==> config.mk <==
export PLATFORM = sky130hd
export DESIGN_NAME = sslms_coef_ctrl
export DESIGN_NICKNAME = d
export VERILOG_FILES = /design/src/rtl/sslms_pkg.sv /design/src/rtl/sslms_rate_div.sv /design/src/rtl/sslms_coef_cnt.sv /design/src/rtl/sslms_therm.sv /design/src/rtl/sslms_coef_ctrl.sv
export SDC_FILE = /design/constraint.sdc
export NUM_CORES = 1
export LEC_CHECK = 0
export BUFFER_PORTS_ARGS = -buffer_cell sky130_fd_sc_hd__buf_2
export CELL_PAD_IN_SITES_DETAIL_PLACEMENT = 1
export CELL_PAD_IN_SITES_GLOBAL_PLACEMENT = 1
export CORE_ASPECT_RATIO = 1.25
export CORE_MARGIN = 2
export CORE_UTILIZATION = 37
export CTS_BUF_LIST = sky130_fd_sc_hd__clkbuf_8
export DETAILED_ROUTE_END_ITERATION = 8
export HOLD_SLACK_MARGIN = 0.08
export PLACE_DENSITY_LB_ADDON = 0.1
export SLEW_MARGIN = 15
export SYNTH_ARGS = -nofsm -noshare
export SYNTH_HDL_FRONTEND = slang
export SYNTH_SLANG_ARGS = --single-unit
==> constraint.sdc <==
create_clock -name clk -period 4.6 [get_ports clk]
set_clock_uncertainty 0.05 [all_clocks]
set_input_delay 0.46 -clock clk [delete_from_list [all_inputs] [get_ports clk]]
set_output_delay 0.46 -clock clk [all_outputs]
set_load 0.03 [all_outputs]
==> src/rtl/sslms_pkg.sv <==
package sslms_pkg;

    localparam int COEF_W_DEF = 12;
    localparam int DAC_W_DEF  = 8;
    localparam int SEG_W_DEF  = 4;
    localparam int RATE_W_DEF = 3;

    typedef enum logic {
        DIR_DOWN = 1'b0,
        DIR_UP   = 1'b1
    } step_dir_e;

    typedef struct packed {
        logic      apply;
        step_dir_e dir;
    } upd_cmd_t;

    // product of two sign bits (1 = positive): agree -> up
    function automatic step_dir_e sign_product(logic s_a, logic s_b);
        return (s_a ~^ s_b) ? DIR_UP : DIR_DOWN;
    endfunction

endpackage

==> src/rtl/sslms_rate_div.sv <==
module sslms_rate_div #(
    parameter int RATE_W = sslms_pkg::RATE_W_DEF
) (
    input  logic              clk,
    input  logic              rst,
    input  logic              strobe,
    input  logic [RATE_W-1:0] rate_sel,
    output logic              fire
);
    localparam int CNT_W = (2 ** RATE_W) - 1;

    logic [CNT_W-1:0] cnt_q;
    logic [CNT_W-1:0] mask;

    assign mask = ~({CNT_W{1'b1}} << rate_sel);
    assign fire = strobe && ((cnt_q & mask) == mask);

    always_ff @(posedge clk) begin
        if (rst)
            cnt_q <= '0;
        else if (strobe)
            cnt_q <= cnt_q + CNT_W'(1);
    end

    // no applied update without a strobe
    p_fire_needs_strobe_r6: assert property (@(posedge clk) disable iff (rst)
        fire |-> strobe);
    // divide-by-one passes every strobe
    p_div1_passes_r6: assert property (@(posedge clk) disable iff (rst)
        (strobe && rate_sel == '0) |-> fire);

endmodule

==> src/rtl/sslms_coef_cnt.sv <==
module sslms_coef_cnt
    import sslms_pkg::*;
#(
    parameter int COEF_W = COEF_W_DEF
) (
    input  logic                     clk,
    input  logic                     rst,
    input  upd_cmd_t                 cmd,
    output logic signed [COEF_W-1:0] coef
);
    localparam logic signed [COEF_W-1:0] C_MAX = {1'b0, {(COEF_W-1){1'b1}}};
    localparam logic signed [COEF_W-1:0] C_MIN = {1'b1, {(COEF_W-1){1'b0}}};

    logic signed [COEF_W-1:0] coef_q, coef_d;

    always_comb begin
        coef_d = coef_q;
        if (cmd.apply) begin
            if (cmd.dir == DIR_UP && coef_q != C_MAX)
                coef_d = coef_q + COEF_W'(1);
            else if (cmd.dir == DIR_DOWN && coef_q != C_MIN)
                coef_d = coef_q - COEF_W'(1);
        end
    end

    always_ff @(posedge clk) begin
        if (rst) coef_q <= '0;
        else     coef_q <= coef_d;
    end

    assign coef = coef_q;

    p_reset_zero_r1: assert property (@(posedge clk)
        rst |=> coef_q == '0);
    p_step_up_r2: assert property (@(posedge clk) disable iff (rst)
        (cmd.apply && cmd.dir == DIR_UP && coef_q != C_MAX) |=> coef_q == $past(coef_q) + COEF_W'(1));
    p_step_down_r3: assert property (@(posedge clk) disable iff (rst)
        (cmd.apply && cmd.dir == DIR_DOWN && coef_q != C_MIN) |=> coef_q == $past(coef_q) - COEF_W'(1));
    p_sat_high_r5: assert property (@(posedge clk) disable iff (rst)
        (coef_q == C_MAX && cmd.dir == DIR_UP) |=> coef_q == C_MAX);
    p_sat_low_r5: assert property (@(posedge clk) disable iff (rst)
        (coef_q == C_MIN && cmd.dir == DIR_DOWN) |=> coef_q == C_MIN);
    p_hold_idle_r6: assert property (@(posedge clk) disable iff (rst)
        !cmd.apply |=> $stable(coef_q));

endmodule

==> src/rtl/sslms_therm.sv <==
module sslms_therm #(
    parameter int SEG_W = sslms_pkg::SEG_W_DEF
) (
    input  logic                     clk,
    input  logic                     rst,
    input  logic [SEG_W-1:0]         code,
    output logic [(2**SEG_W)-2:0]    lines
);
    localparam int LINES = (2 ** SEG_W) - 1;

    for (genvar i = 0; i < LINES; i++) begin : g_line
        assign lines[i] = (code > SEG_W'(i));
    end

    // number of active lines matches the code
    p_therm_count_r7: assert property (@(posedge clk) disable iff (rst)
        $countones(lines) == int'(code));
    // lines form a contiguous run from line 0
    p_therm_contig_r8: assert property (@(posedge clk) disable iff (rst)
        ((lines & (lines + LINES'(1))) == '0));

endmodule

==> src/rtl/sslms_coef_ctrl.sv <==
module sslms_coef_ctrl
    import sslms_pkg::*;
#(
    parameter int COEF_W = COEF_W_DEF,
    parameter int DAC_W  = DAC_W_DEF,
    parameter int SEG_W  = SEG_W_DEF,
    parameter int RATE_W = RATE_W_DEF
) (
    input  logic                  clk,
    input  logic                  rst,
    input  logic                  upd_strobe,
    input  logic                  err_sign,
    input  logic                  ref_sign,
    input  logic [RATE_W-1:0]     rate_sel,
    output logic [COEF_W-1:0]     coef_pos,
    output logic [COEF_W-1:0]     coef_neg,
    output logic [(2**SEG_W)-2:0] coarse_therm,
    output logic [(2**SEG_W)-2:0] fine_therm
);
    localparam int NSEG  = DAC_W / SEG_W;
    localparam int LINES = (2 ** SEG_W) - 1;

    logic                     fire;
    upd_cmd_t                 cmd;
    logic signed [COEF_W-1:0] coef;
    logic [LINES-1:0]         seg_lines [NSEG];

    sslms_rate_div #(.RATE_W(RATE_W)) u_div (
        .clk(clk), .rst(rst), .strobe(upd_strobe),
        .rate_sel(rate_sel), .fire(fire)
    );

    assign cmd.apply = fire;
    assign cmd.dir   = sign_product(err_sign, ref_sign);

    sslms_coef_cnt #(.COEF_W(COEF_W)) u_cnt (
        .clk(clk), .rst(rst), .cmd(cmd), .coef(coef)
    );

    assign coef_pos = coef;
    assign coef_neg = ~coef;

    for (genvar s = 0; s < NSEG; s++) begin : g_seg
        sslms_therm #(.SEG_W(SEG_W)) u_therm (
            .clk(clk), .rst(rst),
            .code(coef[COEF_W-1-s*SEG_W -: SEG_W]),
            .lines(seg_lines[s])
        );
    end

    assign coarse_therm = seg_lines[0];
    assign fine_therm   = seg_lines[NSEG-1];

    // the two legs always sum to all ones
    p_complement_sum_r4: assert property (@(posedge clk) disable iff (rst)
        (coef_pos + coef_neg) == {COEF_W{1'b1}});

endmodule

==> flow_summary.toml, run 1 <==
[run_status]
outcome = "finished, final reports clean"

[power_and_ir_drop]
pwr-share-comb_pct = 25.5
internal_power_mw = 0.266
p_leak_nw = 0.949
switching_share_pct = 33.2
power_switching_mw = 0.133
seqPwrFrac_pct = 43.9
p_per_area_nw_per_um2 = 208
pwr-share-clk_pct = 30.6
vdd_drop_max_uv = 114

[hold_path]
hold_class = "reg2reg"

[placed_design]
place_hpwl_microns = 3520
io_buffer_count = 61
gp_congestion = 0.789

[global_route]
track_usage_pct = 20.8
grt_pass1_wl_microns = 7380
antenna_found_initial = 0
grt_max_degree = 24
gr-total-overflow = 0
grt_pass1_vias = 1559

[critical_path]
cp-start-kind = "flop"
crit_slowest_cell = "dfxtp_1"
crit_chain = "nand4_1 > o41a_1 > inv_1 > ha_1 > a2111oi_0 > o21ai_0 > a21oi_1 > o21a_1 > o211a_1 > mux2_2"
end_kind = "flop"
worst-path-buf-inv = 1
cp_max_fo = 11
crit_required_ns = 4.70
critPathKind = "reg2reg"
crit_family = "compound AO/OA/AOI/OAI gates"
slowest_delay_ns = 0.47
critPathArrivalTime_ns = 3.56

[synth]
ys_async_sr_fraction_pct = 0
yosysTopAreaCell = "dfxtp_1"
syn_avg_cell_area_sq_um = 7.51
ys_seq_elements = 19
syn_area_sq_um = 1520
synth_fp_nets = 223
synth.distinct_cells = 46
synth_edf_count = 0
ys.flop_type = "dfxtp_1"
synth_cells = 203
synth_area_leaders = "dfxtp_1, ha_1, nor2_1"
ys_warn_count = 0
ys_seq_area_share_pct = 25.0
yosys.area.top_type_share_pct = 25.0

[sta]
worst_pin_slew_ns = 0.522
setup_tns_ns = 0
fin_hold_ws_ns = 0.467
finalSetupViolCount = 0
rsz0062_at_grt = "no"
maxClockFrequency_mhz = 289
final.min_clock_period_ns = 3.45
relSlewSlack_pct = 64.9
hold_viol = 0
fin_crit_sh_pct = 75.1
final_max_slew_viol_count = 0

[floorplanning]
rows = 26
fp.dieH_microns = 75.8
design.core.area_sq_um = 4030
io_pins = 62
initial_core_util_pct = 37.8
die_width_microns = 61.4
dieArea_sq_um = 4650

[detailed_routing]
first_pass_iters = 4
drc = 0
vias = 1656
wire_per_inst_microns = 14.1
antenna_left = 0
routed_wl_microns = 4510
vias_per_cell = 5.19
drtIter0Drc = 69

[layout]
final_cell_mix = "buf_2, nor2_1, inv_1, nand2_1, dfxtp_1"
post-route-util_pct = 47.5
diodes = 0
regArea_sq_um = 380
multi_input_area_sq_um = 1040
final_nets = 284
area_growth_syn_to_layout_pct = 25.7
layout_commonest_cell = "buf_2"
drive_above_1_share_pct = 26.6
n_fill_cell = 558

[clock_network]
cts_buffer_depth = 2
cts.repair.resized = 0
cts_hold_buffers = 0
postCtsSetupBuffers = 0
htreeDepth = 1
cts_tree = "yes"
cts.sinks = 19
cts_buffers = 3
clk_pin_slew_worst_paths_ns = 0.08
worstSkewPairLatency_ns = 0.26
ctsRootBufferMaster = "clkbuf_8"

[flow_run]
max_cap_viol_count = 0
==> registers in the layout (all words and copies together) (netlist names) <==
| register | count |
|---|---|
| u_cnt.coef | 12 |
| u_div.cnt_q | 7 |
==> cells by family after synthesis <==
family          synth area share, %
buf+inv                        6.90
mux                            4.68
fa+ha+maj                      10.3
xor+xnor                       8.05
simple gates                   23.7
flops                          25.0
compound gates                 21.3
==> layer usage <==
layer,global-route usage [%],part of all wire [%],up-vias
met5,0,0,-
met4,4.96,0.93,0
met3,2.38,4.1,4
met2,38.1,50,40
met1,25.6,45,773
li1,-,-,839
==> Yosys cell counts, drive strengths merged (2+ instances only) <==
master	n
a2111oi	3
a211oi	3
a21boi	3
a21o	2
a21oi	14
and3	3
buf	2
clkbuf	3
dfxtp	19
ha	11
inv	19
mux2i	6
nand2	19
nand2b	3
nand3	3
nand4	5
nor2	29
nor3	4
nor4	3
o21ai	13
or2	2
or3	4
xnor2	9
xor2	5
==> worst min-delay path, stage by stage, from the launching register on <==
cell     delay, ns
dfxtp_1       0.35
xor2_1        0.07
nor2_1        0.07
==> layout make-up <==
type | instances | area share (%)
clock inverter | 1 | 0.261
sequential | 19 | 19.9
inverter | 20 | 3.92
tap | 56 | 3.66
clock buffer | 3 | 2.16
timing repair buffer | 61 | 15.9
multi-input combinational | 159 | 54.2
==> power groups by stage <==
stage	clock, mW	combinational (mW)	sequential [mW]
after floorplan	0	0.0733	0.181
after global placement	0	0.100	0.178
after detailed placement	0	0.102	0.179
after CTS	0.124	0.103	0.175
after global routing	0.131	0.115	0.176
final	0.122	0.102	0.175
==> path summary, 6_finish.rpt <==
kind                            depth (start not counted)  slack, ns                          end                         from
worst min-delay path                                    2       0.47  u_div.cnt_q[6]$_SDFFE_PP0P_  u_div.cnt_q[6]$_SDFFE_PP0P_
worst max-delay path                                   10       1.15  u_cnt.coef[11]$_SDFFE_PP0P_   u_cnt.coef[4]$_SDFFE_PP0P_
worst max register to register                         10       1.15  u_cnt.coef[11]$_SDFFE_PP0P_   u_cnt.coef[4]$_SDFFE_PP0P_
worst min register to register                          2       0.47  u_div.cnt_q[6]$_SDFFE_PP0P_  u_div.cnt_q[6]$_SDFFE_PP0P_
==> through the flow <==
step	area [sq um]	std cells	power, mW	setup WS (ns)
3_5_place_dp	1870	315	0.281	1.17
3_3_place_gp	1870	315	0.279	1.28
2_1_floorplan	1520	203	0.254	1.40
4_1_cts	1920	319	0.402	1.09
6_report	1920	319	0.399	1.15
5_1_grt	1920	319	0.423	0.777
Power figures use the tool's default switching activity.
==> inputs of run 2 (changes only) <==
CORE_UTILIZATION = 35   (was 37)
clock period = 3.23 ns   (was 4.6 ns; I/O delays follow)
==> flow_summary.toml, run 2 (synthesis gave the netlist of run 1 again) <==
[sta]
final.min_clock_period_ns = 3.07
maxClockFrequency_mhz = 326
hold_viol = 0
worst_pin_slew_ns = 0.499
rsz0062_at_grt = "no"
relSlewSlack_pct = 65.8
finalSetupViolCount = 0
setup_tns_ns = 0
final_max_slew_viol_count = 0
fin_crit_sh_pct = 95.0

[detailed_routing]
vias = 1708
wire_per_inst_microns = 13.9
routed_wl_microns = 4610
antenna_left = 0
vias_per_cell = 5.14
drc = 0
first_pass_iters = 4
drtIter0Drc = 63

[hold_path]
hold_path_depth = 3
whs_endpoint = "u_div.cnt_q[0]$_SDFFE_PP0P_"
hp-start = "upd_strobe"
hold_class = "in2reg"

[placed_design]
placed_area_sq_um = 1970
place_hpwl_microns = 3630
dpl.cell_count = 328
gp_congestion = 0.749
io_buffer_count = 61

[power_and_ir_drop]
vdd_drop_max_uv = 141
p_leak_nw = 1.02
p_per_area_nw_per_um2 = 282

[global_route]
track_usage_pct = 19.4
grt_max_degree = 24
antenna_found_initial = 0
grt_pass1_vias = 1664
gr-total-overflow = 0
grt_pass1_wl_microns = 7770

[layout]
final_nets = 297
layout_commonest_cell = "buf_2"
final_cell_mix = "buf_2, nor2_1, nand2_1"
final_cells = 332
drive_above_1_share_pct = 31.2
stdcell_area_sq_um = 2020
diodes = 0
largest_reg_flops = 12
n_fill_cell = 549
area_growth_syn_to_layout_pct = 32.6

[clock_network]
cts_buffers = 3
cts_tree = "yes"
worstSkewPairLatency_ns = 0.26
htreeDepth = 1
cts_hold_buffers = 0
ctsRootBufferMaster = "clkbuf_8"
postCtsSetupBuffers = 0
cts.sinks = 19
cts_buffer_depth = 2
clk_pin_slew_worst_paths_ns = 0.07

[critical_path]
critPathKind = "reg2reg"
crit_required_ns = 3.33
r2r_start = "u_cnt.coef[2]$_SDFFE_PP0P_"
end_kind = "flop"
cp-start-kind = "flop"
worst_r2r_path_depth = 10
critPathArrivalTime_ns = 3.17
cp_max_fo = 8
regToRegEndpoint = "u_cnt.coef[11]$_SDFFE_PP0P_"
regToRegSetupSlack_ns = 0.16

[floorplanning]
rows = 26
initial_core_util_pct = 36.9
die_width_microns = 63.0
design.core.area_sq_um = 4130
fp.dieH_microns = 77.8
io_pins = 62
dieArea_sq_um = 4900

[flow_run]
max_cap_viol_count = 0

[run_status]
outcome = "finished, final reports clean"
-- run 2: cell types whose count changed in the layout (fill, tap and decap cells not counted), sizes merged --
cell,previous run,this run
buf,61,74
-- run 2: layout make-up --
class	count	area, sq um	area share, %
sequential	19	382	18.9
clock buffer	3	41.3	2.04
tap	56	70.1	3.47
multi-input combinational	159	1040	51.7
clock inverter	1	5.00	0.248
inverter	20	75.1	3.72
timing repair buffer	74	403	19.9
-- run 2: worst max-delay path by stage --
stage	start	to	depth (start not counted)
2_1_floorplan	u_cnt.coef[4]$_SDFFE_PP0P_	u_cnt.coef[11]$_SDFFE_PP0P_	10
3_3_place_gp	u_cnt.coef[2]$_SDFFE_PP0P_	u_cnt.coef[11]$_SDFFE_PP0P_	10
3_5_place_dp	u_cnt.coef[2]$_SDFFE_PP0P_	u_cnt.coef[11]$_SDFFE_PP0P_	10
4_1_cts	u_cnt.coef[2]$_SDFFE_PP0P_	u_cnt.coef[11]$_SDFFE_PP0P_	10
5_1_grt	u_cnt.coef[2]$_SDFFE_PP0P_	u_cnt.coef[11]$_SDFFE_PP0P_	10
6_report	u_cnt.coef[2]$_SDFFE_PP0P_	u_cnt.coef[11]$_SDFFE_PP0P_	10
-- run 2: report_power, final --
group | internal [mW] | switching (mW)
Sequential | 0.240 | 0.00587
Combinational | 0.0603 | 0.0971
Clock | 0.0858 | 0.0805
-- run 2: stage by stage --
step	setup WS (ns)	total power, mW	util, %	hold slack, ns
2_1_floorplan	0.0334	0.362	-	0.410
3_3_place_gp	0.171	0.405	47.6	0.452
3_5_place_dp	-0.00779	0.408	47.6	0.475
4_1_cts	0.0800	0.579	48.7	0.353
5_1_grt	0.00823	0.606	48.9	0.386
6_report	0.162	0.569	48.9	0.361
-- run 2: routing by layer --
metal / vias to the layer above / GRT usage [%] / part of all wire [%]
met5: - / 0 / 0
met4: 0 / 6.00 / 1.2
met3: 5 / 2.46 / 4.8
met2: 47 / 33.5 / 46
met1: 787 / 24.9 / 48
li1: 869 / - / -
-- run 2: worst max-delay path: stages (launching register included) --
cell and delay (ns):
dfxtp_2 0.38, nand4_1 0.12, o41a_1 0.48, inv_2 0.17, ha_1 0.31, a2111oi_0 0.50, nor4_1 0.11, a21oi_1 0.21
o21a_1 0.15, o211a_1 0.15, mux2_2 0.32
-- run 2: repair_timing --
item,4_1_cts,5_1_grt
setup endpoints to repair,1,2
hold endpoints to repair,0,0
gates resized for setup,1,3
==> inputs of run 3 (changes only) <==
ABC_AREA = 1   (was unset)
CORE_UTILIZATION = 34   (was 35)
==> flow_summary.toml, run 3 <==
[power_and_ir_drop]
vdd_drop_max_uv = 173
totalPowerFinal_mw = 0.634
p_per_area_nw_per_um2 = 300
p_leak_nw = 1.21

[critical_path]
regToRegSetupSlack_ns = 0.60
end_kind = "flop"
crit_start = "u_cnt.coef[6]$_SDFFE_PP0P_"
crit_required_ns = 3.35
worst-path-buf-inv = 2
cp-start-kind = "flop"
crit_family = "simple AND/OR/NAND/NOR gates"
critPathKind = "reg2reg"
r2r_start = "u_cnt.coef[6]$_SDFFE_PP0P_"
cp.depth = 16
cp_max_fo = 13
worstSetupEndpoint = "u_cnt.coef[6]$_SDFFE_PP0P_"
critPathArrivalTime_ns = 2.74
crit_top_cell = "nand2_1"
worst_r2r_path_depth = 16
regToRegEndpoint = "u_cnt.coef[6]$_SDFFE_PP0P_"
crit_chain = "nand2_2 > nor2_4 > nand3_1 > nand2_2 > inv_1 > fa_1 > inv_1 > nand3_1 > nand3_1 > nand2_1 > nand2_1 > nand2_1 > nand2_1 > nand2_1 > nand2_1 > nor2_1"
crit_slowest_cell = "dfxtp_1"
slowest_delay_ns = 0.48

[sta]
maxClockFrequency_mhz = 381
setup_ws_ns = 0.603
final.min_clock_period_ns = 2.63
fin_crit_sh_pct = 81.3
relSlewSlack_pct = 63.9
hold_viol = 0
finalSetupViolCount = 0
rsz0062_at_grt = "no"
final_max_slew_viol_count = 0
worst_pin_slew_ns = 0.541
fin_hold_ws_ns = 0.189
setup_tns_ns = 0

[clock_network]
cts_buffer_depth = 2
cts.sinks = 19
worstSkewPairLatency_ns = 0.27
htreeDepth = 1
postCtsSetupBuffers = 0
cts_tree = "yes"
ctsRootBufferMaster = "clkbuf_8"
cts_buffers = 3
clk_pin_slew_worst_paths_ns = 0.08
cts_hold_buffers = 0
cts.repair.resized = 0

[placed_design]
gp_congestion = 0.834
dp_slack_ns = 0.613
place_hpwl_microns = 4230
io_buffer_count = 61
dpl.cell_count = 418
placed_area_sq_um = 2070

[synth]
synth.distinct_cells = 25
ys.flop_type = "dfxtp_1"
synth_edf_count = 0
synth_cells = 301
synth_most_common_cell = "nand2_1"
syn_area_sq_um = 1720
synth_area_leaders = "dfxtp_1, nand2_1, nor2_1"
synth_top_cells_by_count = "nand2_1, nor2_1, inv_1"
ys_warn_count = 0
ys_async_sr_fraction_pct = 0
synth_fp_nets = 321
yosysTopAreaCell = "dfxtp_1"
ys_seq_area_share_pct = 22.2
ys_seq_elements = 19
syn_avg_cell_area_sq_um = 5.70
yosys.area.top_type_share_pct = 22.2

[detailed_routing]
drc = 0
drtIter0Drc = 38
antenna_left = 0
wire_per_inst_microns = 12.4
first_pass_iters = 4
vias_per_cell = 4.84
routed_wl_microns = 5240
vias = 2042

[global_route]
grt_max_degree = 20
antenna_found_initial = 0
gr-total-overflow = 0
grt_pass1_wl_microns = 8770
grt_pass1_vias = 2016
track_usage_pct = 19.3

[layout]
area_growth_syn_to_layout_pct = 23.3
largest_reg_flops = 12
diodes = 0
final_cell_mix = "nand2_1, buf_2, nor2_1"
post-route-util_pct = 44.1
final_nets = 383
layout_commonest_cell = "nand2_1"
final_cells = 422
stdcell_area_sq_um = 2120
drive_above_1_share_pct = 22.1

[floorplanning]
fp.dieH_microns = 83.4
io_pins = 62
design.core.area_sq_um = 4800
dieArea_sq_um = 5630
die_width_microns = 67.5
initial_core_util_pct = 35.7
rows = 28

[hold_path]
hold_path_depth = 2
hold_class = "in2reg"

[flow_run]
max_cap_viol_count = 0

[run_status]
outcome = "finished, final reports clean"
[run 3: cell types whose count changed after synthesis, moves of 6 or more]
| cell | change |
|---|---|
| inv_1 | +25 |
| mux2i_1 | -6 |
| nand2_1 | +81 |
| nand2_2 | +7 |
| nand3_1 | +11 |
| nor2_1 | +20 |
| xnor2_1 | -6 |
[run 3: cells by family (layout without fill, tap and decap cells)]
logic type | Yosys count | after routing | synth area share, %
fa+ha+maj | 12 | 12 | 9.19
flops | 19 | 19 | 22.2
compound gates | 34 | 34 | 10.6
simple gates | 182 | 182 | 44.2
xor+xnor | 5 | 5 | 2.55
buf+inv | 49 | 110 | 11.3
[run 3: area by class of cell]
| cell class | instances | area, sq um |
|---|---|---|
| tap | 60 | 75.1 |
| inverter | 45 | 169 |
| clock buffer | 3 | 41.3 |
| sequential | 19 | 380 |
| fill | 709 | 2680 |
| multi-input combinational | 233 | 1140 |
| clock inverter | 1 | 3.75 |
| timing repair buffer | 61 | 305 |
[run 3: per-layer routing]
metal	vias to the layer above	GRT usage (%)	wire [microns]
li1	1048	-	-
met1	944	22.5	2300
met2	43	35.9	2650
met3	7	2.57	227
met4	0	4.27	62
met5	-	0	0
[run 3: how the worst min path moves through the flow]
stage                                startpoint                          end  slack [ns]
floorplan                                   rst   u_cnt.coef[0]$_SDFFE_PP0P_        0.34
global placement    u_div.cnt_q[6]$_SDFFE_PP0P_  u_div.cnt_q[6]$_SDFFE_PP0P_        0.39
detailed placement  u_div.cnt_q[6]$_SDFFE_PP0P_  u_div.cnt_q[6]$_SDFFE_PP0P_        0.40
CTS                                         rst   u_cnt.coef[0]$_SDFFE_PP0P_        0.19
global route                                rst   u_cnt.coef[0]$_SDFFE_PP0P_        0.20
finish                                      rst   u_cnt.coef[0]$_SDFFE_PP0P_        0.19
[run 3: power by group]
| group | leakage (nW) | internal (mW) | switching, mW | total, mW |
|---|---|---|---|---|
| Clock | 0.0269 | 0.0848 | 0.0878 | 0.173 |
| Sequential | 0.154 | 0.241 | 0.0105 | 0.252 |
| Combinational | 1.03 | 0.0648 | 0.144 | 0.209 |
[run 3: worst reg2reg max path, delay by kind of cell (launching register included)]
kind | cells | cell delay [ns]
simple gates | 13 | 1.39
flops | 1 | 0.48
fa+ha+maj | 1 | 0.42
buf+inv | 2 | 0.19
